--- config.mk ---
export PLATFORM = sky130hd
export DESIGN_NAME = clkrdy_ctrl
export DESIGN_NICKNAME = d
export VERILOG_FILES = /design/src/rtl/clkrdy_pkg.sv /design/src/rtl/clkrdy_timer.sv /design/src/rtl/clksel_gate.sv /design/src/rtl/ringmode_hold.sv /design/src/rtl/clkrdy_ctrl.sv
export SDC_FILE = /design/constraint.sdc
export NUM_CORES = 1
export LEC_CHECK = 0
export BUFFER_PORTS_ARGS = -buffer_cell sky130_fd_sc_hd__buf_2
export CORE_ASPECT_RATIO = 0.75
export CORE_MARGIN = 2
export CORE_UTILIZATION = 55
export DETAILED_ROUTE_END_ITERATION = 16
export PLACE_DENSITY = 0.76
export SLEW_MARGIN = 30
export SYNTH_ARGS = -nofsm -noshare
export SYNTH_HDL_FRONTEND = slang
export SYNTH_SLANG_ARGS = --single-unit
--- constraint.sdc ---
create_clock -name clk -period 1.9 [get_ports clk]
set_input_delay 0.57 -clock clk [delete_from_list [all_inputs] [get_ports clk]]
set_output_delay 0.57 -clock clk [all_outputs]
set_load 0.01 [all_outputs]
--- src/rtl/clkrdy_pkg.sv ---
package clkrdy_pkg;
    typedef logic [1:0] clksel_t;
    localparam clksel_t CLKSEL_MULT  = 2'b00;
    localparam clksel_t CLKSEL_DIV1  = 2'b01;
    localparam clksel_t CLKSEL_DIV4  = 2'b10;
    localparam clksel_t CLKSEL_DIV1K = 2'b11;
endpackage

--- src/rtl/clkrdy_timer.sv ---
module clkrdy_timer #(
    parameter int unsigned DELAY = 65536
) (
    input  logic clk_i,
    input  logic rst_i,
    input  logic mult_en_i,
    input  logic stop_exit_i,
    output logic ready_o
);
    localparam int CNT_W = (DELAY < 2) ? 1 : $clog2(DELAY);
    localparam logic [CNT_W-1:0] LAST = CNT_W'(DELAY - 1);

    typedef struct packed {
        logic [CNT_W-1:0] cnt;
        logic             run;
        logic             rdy;
        logic             prev;
    } tmr_t;

    tmr_t st_d, st_q;

    always_comb begin
        st_d      = st_q;
        st_d.prev = mult_en_i;
        if (!mult_en_i) begin
            st_d.run = 1'b0;
            st_d.rdy = 1'b0;
            st_d.cnt = '0;
        end else if (!st_q.prev || stop_exit_i) begin
            st_d.run = 1'b1;
            st_d.rdy = 1'b0;
            st_d.cnt = '0;
        end else if (st_q.run) begin
            if (st_q.cnt == LAST) begin
                st_d.run = 1'b0;
                st_d.rdy = 1'b1;
            end else begin
                st_d.cnt = st_q.cnt + 1'b1;
            end
        end
    end

    always_ff @(posedge clk_i) begin
        if (rst_i) st_q <= '0;
        else       st_q <= st_d;
    end

    assign ready_o = st_q.rdy;

    // enable low forces ready low at the next edge
    assert_en_low_clears_R4: assert property (@(posedge clk_i) disable iff (rst_i)
        !mult_en_i |=> !ready_o);
    // restart trigger while enabled clears ready
    assert_restart_clears_R5: assert property (@(posedge clk_i) disable iff (rst_i)
        (mult_en_i && (stop_exit_i || !st_q.prev)) |=> (!ready_o && st_q.run));
    // ready only rises when the count reached its last value
    assert_ready_at_end_R2: assert property (@(posedge clk_i) disable iff (rst_i)
        $rose(ready_o) |-> ($past(st_q.cnt) == LAST && $past(st_q.run)));
    // never ready while counting
    assert_not_ready_running_R3: assert property (@(posedge clk_i) disable iff (rst_i)
        st_q.run |-> !ready_o);
endmodule

--- src/rtl/clksel_gate.sv ---
module clksel_gate
    import clkrdy_pkg::*;
#(
    parameter clksel_t SEL_RST = CLKSEL_DIV4
) (
    input  logic    clk_i,
    input  logic    rst_i,
    input  logic    ready_i,
    input  logic    wr_i,
    input  clksel_t wdata_i,
    output clksel_t sel_o
);
    typedef struct packed {
        clksel_t sel;
    } gate_t;

    gate_t st_d, st_q;
    logic  locked;

    always_comb begin
        st_d   = st_q;
        locked = (wdata_i == CLKSEL_MULT) && !ready_i;
        if (wr_i && !locked) st_d.sel = wdata_i;
    end

    always_ff @(posedge clk_i) begin
        if (rst_i) st_q.sel <= SEL_RST;
        else       st_q     <= st_d;
    end

    assign sel_o = st_q.sel;

    // multiplied-clock request before ready leaves selection untouched
    assert_lockout_R8: assert property (@(posedge clk_i) disable iff (rst_i)
        (wr_i && wdata_i == CLKSEL_MULT && !ready_i) |=> $stable(sel_o));
    // other codes always load
    assert_plain_load_R7: assert property (@(posedge clk_i) disable iff (rst_i)
        (wr_i && wdata_i != CLKSEL_MULT) |=> (sel_o == $past(wdata_i)));
    // multiplied clock accepted once ready
    assert_mult_load_R9: assert property (@(posedge clk_i) disable iff (rst_i)
        (wr_i && wdata_i == CLKSEL_MULT && ready_i) |=> (sel_o == CLKSEL_MULT));
endmodule

--- src/rtl/ringmode_hold.sv ---
module ringmode_hold (
    input  logic clk_i,
    input  logic por_n_i,
    input  logic rst_n_i,
    input  logic ring_active_i,
    output logic ring_mode_o
);
    typedef struct packed {
        logic ring;
    } ring_t;

    ring_t st_d, st_q;

    always_comb begin
        st_d = st_q;
        if (rst_n_i) st_d.ring = ring_active_i;
    end

    always_ff @(posedge clk_i) begin
        if (!por_n_i) st_q <= '0;
        else          st_q <= st_d;
    end

    assign ring_mode_o = st_q.ring;

    // non-power-on reset keeps the flag
    assert_hold_in_reset_R11: assert property (@(posedge clk_i) disable iff (!por_n_i)
        !rst_n_i |=> $stable(ring_mode_o));
    // outside reset the flag tracks the source one edge later
    assert_track_R10: assert property (@(posedge clk_i) disable iff (!por_n_i)
        rst_n_i |=> (ring_mode_o == $past(ring_active_i)));
endmodule

--- src/rtl/clkrdy_ctrl.sv ---
module clkrdy_ctrl
    import clkrdy_pkg::*;
#(
    parameter int unsigned DELAY   = 65536,
    parameter clksel_t     SEL_RST = CLKSEL_DIV4
) (
    input  logic       clk,
    input  logic       rst_n,
    input  logic       por_n,
    input  logic       mult_en,
    input  logic       stop_exit,
    input  logic       sel_wr,
    input  logic [1:0] sel_wdata,
    input  logic       ring_active,
    output logic       ready,
    output logic       ring_mode,
    output logic [1:0] sel_cur
);
    logic rst_any;
    assign rst_any = !rst_n || !por_n;

    clkrdy_timer #(.DELAY(DELAY)) u_timer (
        .clk_i       (clk),
        .rst_i       (rst_any),
        .mult_en_i   (mult_en),
        .stop_exit_i (stop_exit),
        .ready_o     (ready)
    );

    clksel_gate #(.SEL_RST(SEL_RST)) u_gate (
        .clk_i   (clk),
        .rst_i   (rst_any),
        .ready_i (ready),
        .wr_i    (sel_wr),
        .wdata_i (sel_wdata),
        .sel_o   (sel_cur)
    );

    ringmode_hold u_ring (
        .clk_i         (clk),
        .por_n_i       (por_n),
        .rst_n_i       (rst_n),
        .ring_active_i (ring_active),
        .ring_mode_o   (ring_mode)
    );

    // a reset leaves the block not ready with the reset divider code
    assert_reset_state_R1: assert property (@(posedge clk)
        rst_any |=> (!ready && sel_cur == SEL_RST));
endmodule

==> flow_summary.yaml, run 1 <==
setup_path:
  arrival_ns: 1.91
  start_kind: "flip-flop"
  cp-end-kind: "flip-flop"
  critPathKind: "flip-flop to flip-flop"
  worstPathRequired_ns: 2.09
  cp_max_fo: 8
synth:
  synth_fp_nets: 124
  netlist.area_leader.share: 0.4314
  syn_area_um2: 1021
  synthTopCellsByArea: "dfxtp_1, o21ai_0, a21oi_1, nand3_1, a31oi_1"
  synthCells: 114
  ys_warn_count: 0
  synth_cell_types: 35
  synth-async-reset-ratio: 0
  synthTopCellsByCount: "dfxtp_1, o21ai_0, a21oi_1, nand3_1"
  synth_top_area_cell: "dfxtp_1"
  ys_ff_latch: 22
  seq_area_frac_synth: 0.4314
  synth_most_common_cell: "dfxtp_1"
  synth_edf_count: 0
  synth-main-ff-cell: "dfxtp_1"
  syn_avg_cell_area_um2: 8.956
timing:
  rsz0062_at_grt: "false"
  hold_violations: 0
  setup_viol: 0
  slew_headroom: 0.5537
  fin_crit_ns: 1.722
  setup_tns_ns: 0
  slew_viol_final: 0
  fin_crit_sh: 0.9064
  clock_skew_ns: 0.007244
  whs_ns: 0.4952
  max_freq_mhz: 580.7
  worst_pin_slew_ns: 0.6639
floorplan:
  die_y_um: 41.32
  dieArea_um2: 2221
  die_w_um: 53.75
  io_pins: 13
  core_um2: 1740
  row_count: 13
  start_util: 0.5866
routing:
  vias: 933
  wl_mm: 2.093
  drtIter0Drc: 27
  drc_errors: 0
  via_per_inst: 6.058
  first_pass_iters: 4
  ant_nets: 0
  wl_per_cell_um: 13.59
layout:
  antenna_cells: 0
  seq_area_um2: 440.4
  layout-drive-gt1-share: 0.1970
  multi_input_area_um2: 556.8
  nNetsFinal: 143
  n_fill_cell: 133
  final_cells: 154
  syn_to_final_growth_pct: 13.85
global_route:
  grt.busiest_layer: "met2"
  grtUsageMet1: 0.2954
  grt_max_degree: 13
  grtUsageMet2: 0.3293
  grt_pass1_vias: 766
  grt.met3_usage: 0.07857
  grt.overflow.total: 0
  grt_pass1_wl_mm: 3.381
  antenna_found_initial: 0
  grt_use_total: 0.2196
power_and_ir_drop:
  power_density_nw_per_um2: 644.0
  power.leakage_nw: 0.4181
  peakVddDrop_v: 0.0006065
outcome:
  outcome: "finished, final reports clean"
hold_path:
  hold_path_class: "flip-flop to flip-flop"
cts:
  cts_buffers: 3
  clkSinkCount: 22
  hold_buffers: 0
  postCtsSetupRepairBufs: 0
  clockBufferDepth: 2
  cts_root_buffer: "clkbuf_4"
  cts.repair.resized: 0
  tritoncts: "yes"
  htree_levels: 1
  clock_latency_ns: 0.31
  clkTransAtPathRegs_ns: 0.11
placed_design:
  place_hpwl_mm: 1.543
  finalWeightedCongestion: 0.9114
  placed_cells: 150
  io_buffers: 12
job:
  drv_cap: 0
-- power by group --
group / leakage [nW] / total, mW / internal [mW] / switching [mW]
logic: 0.219 / 0.0267 / 0.0137 / 0.0130
clock network: 0.0210 / 0.254 / 0.117 / 0.137
registers: 0.178 / 0.468 / 0.465 / 0.00279
-- flip-flops by register name, summed over array words and instances, names as in the netlist --
signal	count
u_ring.ring_mode_o	1
u_timer.st_q	18
u_timer.ready_o	1
u_gate.sel_o	2
-- critical path, cell delays in order, from the launching register on --
cell     delay, ns
dfxtp_1       0.39
ha_1          0.22
nand3_1       0.18
nor4_2        0.54
or4_1         0.21
a21oi_1       0.06
-- through the flow --
stage / worst slack [ns] / power, mW / area [um^2] / utilization
final: 0.1778 / 0.7486 / 1162 / 0.6679
after global routing: 0.04721 / 0.7791 / 1162 / 0.6679
after CTS: 0.2208 / 0.7622 / 1162 / 0.6679
after detailed placement: 0.2551 / 0.5053 / 1126 / 0.6470
after global placement: 0.2515 / 0.5042 / 1126 / 0.6470
after floorplan: 0.4641 / 0.4903 / 1021 / -
-- cells in the final DEF (no fill, tap or decap), types with 2 or more instances in the layout --
| cell | count |
|---|---|
| dfxtp_1 | 22 |
| buf_2 | 12 |
| o21ai_0 | 10 |
| nand3_1 | 9 |
| a21oi_1 | 9 |
| nor2_1 | 7 |
| a31oi_1 | 7 |
| inv_1 | 5 |
| nand2_1 | 5 |
| o31ai_1 | 4 |
| or4_1 | 4 |
| nand4_1 | 3 |
| or3_1 | 3 |
| clkbuf_4 | 3 |
| buf_4 | 3 |
| nand4_2 | 2 |
| and4_1 | 2 |
| and3_1 | 2 |
-- kinds of logic after synthesis --
| group | after synthesis | share of synthesized area |
|---|---|---|
| simple gates | 47 | 0.2929 |
| compound gates | 36 | 0.2218 |
| flops | 22 | 0.4314 |
| buf+inv | 6 | 0.02328 |
| xor+xnor | 1 | 0.008580 |
| mux | 1 | 0.009804 |
| fa+ha+maj | 1 | 0.01225 |
-- final cells by class --
class	count	share of cell area
Timing Repair Buffer	15	0.07104
Tap cell	22	0.02368
Sequential cell	22	0.3789
Clock buffer	4	0.03122
Multi-Input combinational cell	86	0.4790
Inverter	5	0.01615
-- per-layer routing --
metal / vias up / routed length [um]
li1: 478 / -
met1: 427 / 1106
met2: 26 / 848
met3: 2 / 124
met4: 0 / 13
met5: - / 0
-- worst paths after layout --
kind,start,cells after the start,to,slack [ns]
max reg2reg,u_timer.st_q[3],5,u_timer.st_q[18],0.18
min,u_timer.st_q[0],1,u_timer.st_q[2],0.50
max,u_timer.st_q[3],5,u_timer.st_q[18],0.18
min reg2reg,u_timer.st_q[0],1,u_timer.st_q[2],0.50
Power figures use the tool's default switching activity.
==> run 2: changes to the inputs <==
--- a/config.mk
+++ b/config.mk
@@ -5,7 +5,7 @@
 export SDC_FILE = /design/constraint.sdc
 export NUM_CORES = 1
 export LEC_CHECK = 0
-export BUFFER_PORTS_ARGS = -buffer_cell sky130_fd_sc_hd__buf_2
+export BUFFER_PORTS_ARGS = -buffer_cell sky130_fd_sc_hd__buf_4
 export CORE_ASPECT_RATIO = 0.75
 export CORE_MARGIN = 2
 export CORE_UTILIZATION = 55
==> run 2 against run 1 <==
Wire length rose by 5.1%. Non-clock buffer count fell by 1. Core utilization rose by 0.50 points. Final cell count fell by 1.3%. Power fell by 4.7%. Critical path type unchanged. Largest cell class unchanged. Largest power group unchanged.
==> flow_summary.yaml, run 2 (synthesis results as in run 1) <==
outcome:
  outcome: "finished, final reports clean"
global_route:
  grt_max_degree: 12
  grt_pass1_wl_mm: 3.318
  grt_pass1_vias: 749
  grt_use_total: 0.2178
  antenna_found_initial: 0
  grt.overflow.total: 0
cts:
  clkTransAtPathRegs_ns: 0.12
  cts_root_buffer: "clkbuf_4"
  htree_levels: 1
  clock_latency_ns: 0.31
  clkSinkCount: 22
  hold_buffers: 0
  postCtsSetupRepairBufs: 0
  clockBufferDepth: 2
  cts.repair.resized: 0
  cts_buffers: 3
  tritoncts: "yes"
timing:
  max_freq_mhz: 574.3
  fin_crit_ns: 1.741
  slew_headroom: 0.5495
  fin_crit_sh: 0.9164
  rsz0062_at_grt: "false"
  hold_violations: 0
  whs_ns: 0.4883
  worst_pin_slew_ns: 0.6702
  clock_skew_ns: 0.006336
  setup_viol: 0
  slew_viol_final: 0
  setup_tns_ns: 0
floorplan:
  start_util: 0.5866
  core_um2: 1740
  io_pins: 13
  die_y_um: 41.32
  dieArea_um2: 2221
  row_count: 13
  die_w_um: 53.75
power_and_ir_drop:
  pwr-share-clk: 0.297
  p_int_mw: 0.5592
  switchingPower_mw: 0.1546
  seqPwrFrac: 0.656
  total_power_mw: 0.7137
  power.leakage_nw: 0.4143
  netSwitchingFraction: 0.2166
  power_density_nw_per_um2: 609.4
  p_comb_frac: 0.046
  peakVddDrop_v: 0.0005828
routing:
  ant_nets: 0
  drc_errors: 0
  vias: 978
  via_per_inst: 6.434
  drtIter0Drc: 59
  wl_mm: 2.199
  first_pass_iters: 4
  wl_per_cell_um: 14.47
placed_design:
  dpl_cell_area_um2: 1149
  placed_cells: 149
  finalWeightedCongestion: 0.9324
  io_buffers: 12
  place_hpwl_mm: 1.576
setup_path:
  start_kind: "flip-flop"
  cp-end-kind: "flip-flop"
  rrSetupSlack_ns: 0.16
  crit_chain: "ha_1, nand3_1, nor4_2, or4_1, a21oi_1"
  worst_r2r_endpoint: "u_timer.st_q[18]"
  critPathMaxStageDelay_ns: 0.56
  reg2regPathDepth: 5
  cp_max_fo: 8
  timing.rr.start: "u_timer.st_q[3]"
  worstPathRequired_ns: 2.09
  arrival_ns: 1.93
  crit_slowest_cell: "nor4_2"
  critPathKind: "flip-flop to flip-flop"
layout:
  final_cell_area_um2: 1171
  layout-drive-gt1-share: 0.1846
  largest_reg_flops: 18
  largest-register: "u_timer.st_q"
  antenna_cells: 0
  final_common_cell: "dfxtp_1"
  syn_to_final_growth_pct: 14.71
  final_cells: 152
  nNetsFinal: 142
  mostFrequentLayoutCells: "dfxtp_1, buf_4, o21ai_0, nand3_1, a21oi_1"
hold_path:
  min_to: "u_timer.st_q[2]"
  worstHoldStart: "u_timer.st_q[0]"
  hold_depth: 1
  hold_path_class: "flip-flop to flip-flop"
job:
  drv_cap: 0
==> run 2: worst max path at each step <==
stage | from | end | slack (ns) | depth (start not counted)
after detailed placement | u_timer.st_q[3] | u_timer.st_q[18] | 0.22 | 5
final | u_timer.st_q[3] | u_timer.st_q[18] | 0.16 | 5
after global placement | u_timer.st_q[15] | u_timer.st_q[18] | 0.26 | 4
after floorplan | u_timer.st_q[3] | u_timer.st_q[18] | 0.46 | 5
after global routing | u_timer.st_q[3] | u_timer.st_q[16] | 0.05 | 5
after CTS | u_timer.st_q[3] | u_timer.st_q[18] | 0.18 | 5
==> run 2: per-stage QoR <==
step | utilization | setup WS (ns)
2_1_floorplan | - | 0.4641
3_3_place_gp | 0.6600 | 0.2641
3_5_place_dp | 0.6600 | 0.2157
4_1_cts | 0.6729 | 0.1767
5_1_grt | 0.6729 | 0.05077
6_report | 0.6729 | 0.1589
==> run 2: worst max-delay path, delay by kind of cell (launching register included) <==
kind / cells / cell delay [ns]
AND/OR/NAND/NOR: 3 / 0.96
flip-flops: 1 / 0.39
adder cells (fa/ha/maj): 1 / 0.22
AO/OA/AOI/OAI: 1 / 0.06
==> run 2: final cells by class <==
cell class	instances	area [um^2]
inverter	5	18.77
sequential	22	440.4
timing repair buffer	14	105.1
tap	22	27.53
clock buffer	3	22.52
fill	129	569.3
multi-input combinational	86	556.8
==> run 2: metal layers <==
metal | global-route usage | routed length [um] | up-vias
met2 | 0.3232 | 953 | 43
li1 | - | - | 480
met3 | 0.07857 | 184 | 4
met4 | 0.08974 | 18 | 0
met5 | 0 | 0 | -
met1 | 0.2882 | 1044 | 451
==> run 2: power groups by stage <==
stage	registers [mW]	logic (mW)	clock network [mW]
after floorplan	0.480	0.0107	0
after CTS	0.469	0.0328	0.222
after global routing	0.469	0.0368	0.240
final	0.468	0.0329	0.212
after detailed placement	0.479	0.0328	0
after global placement	0.479	0.0318	0
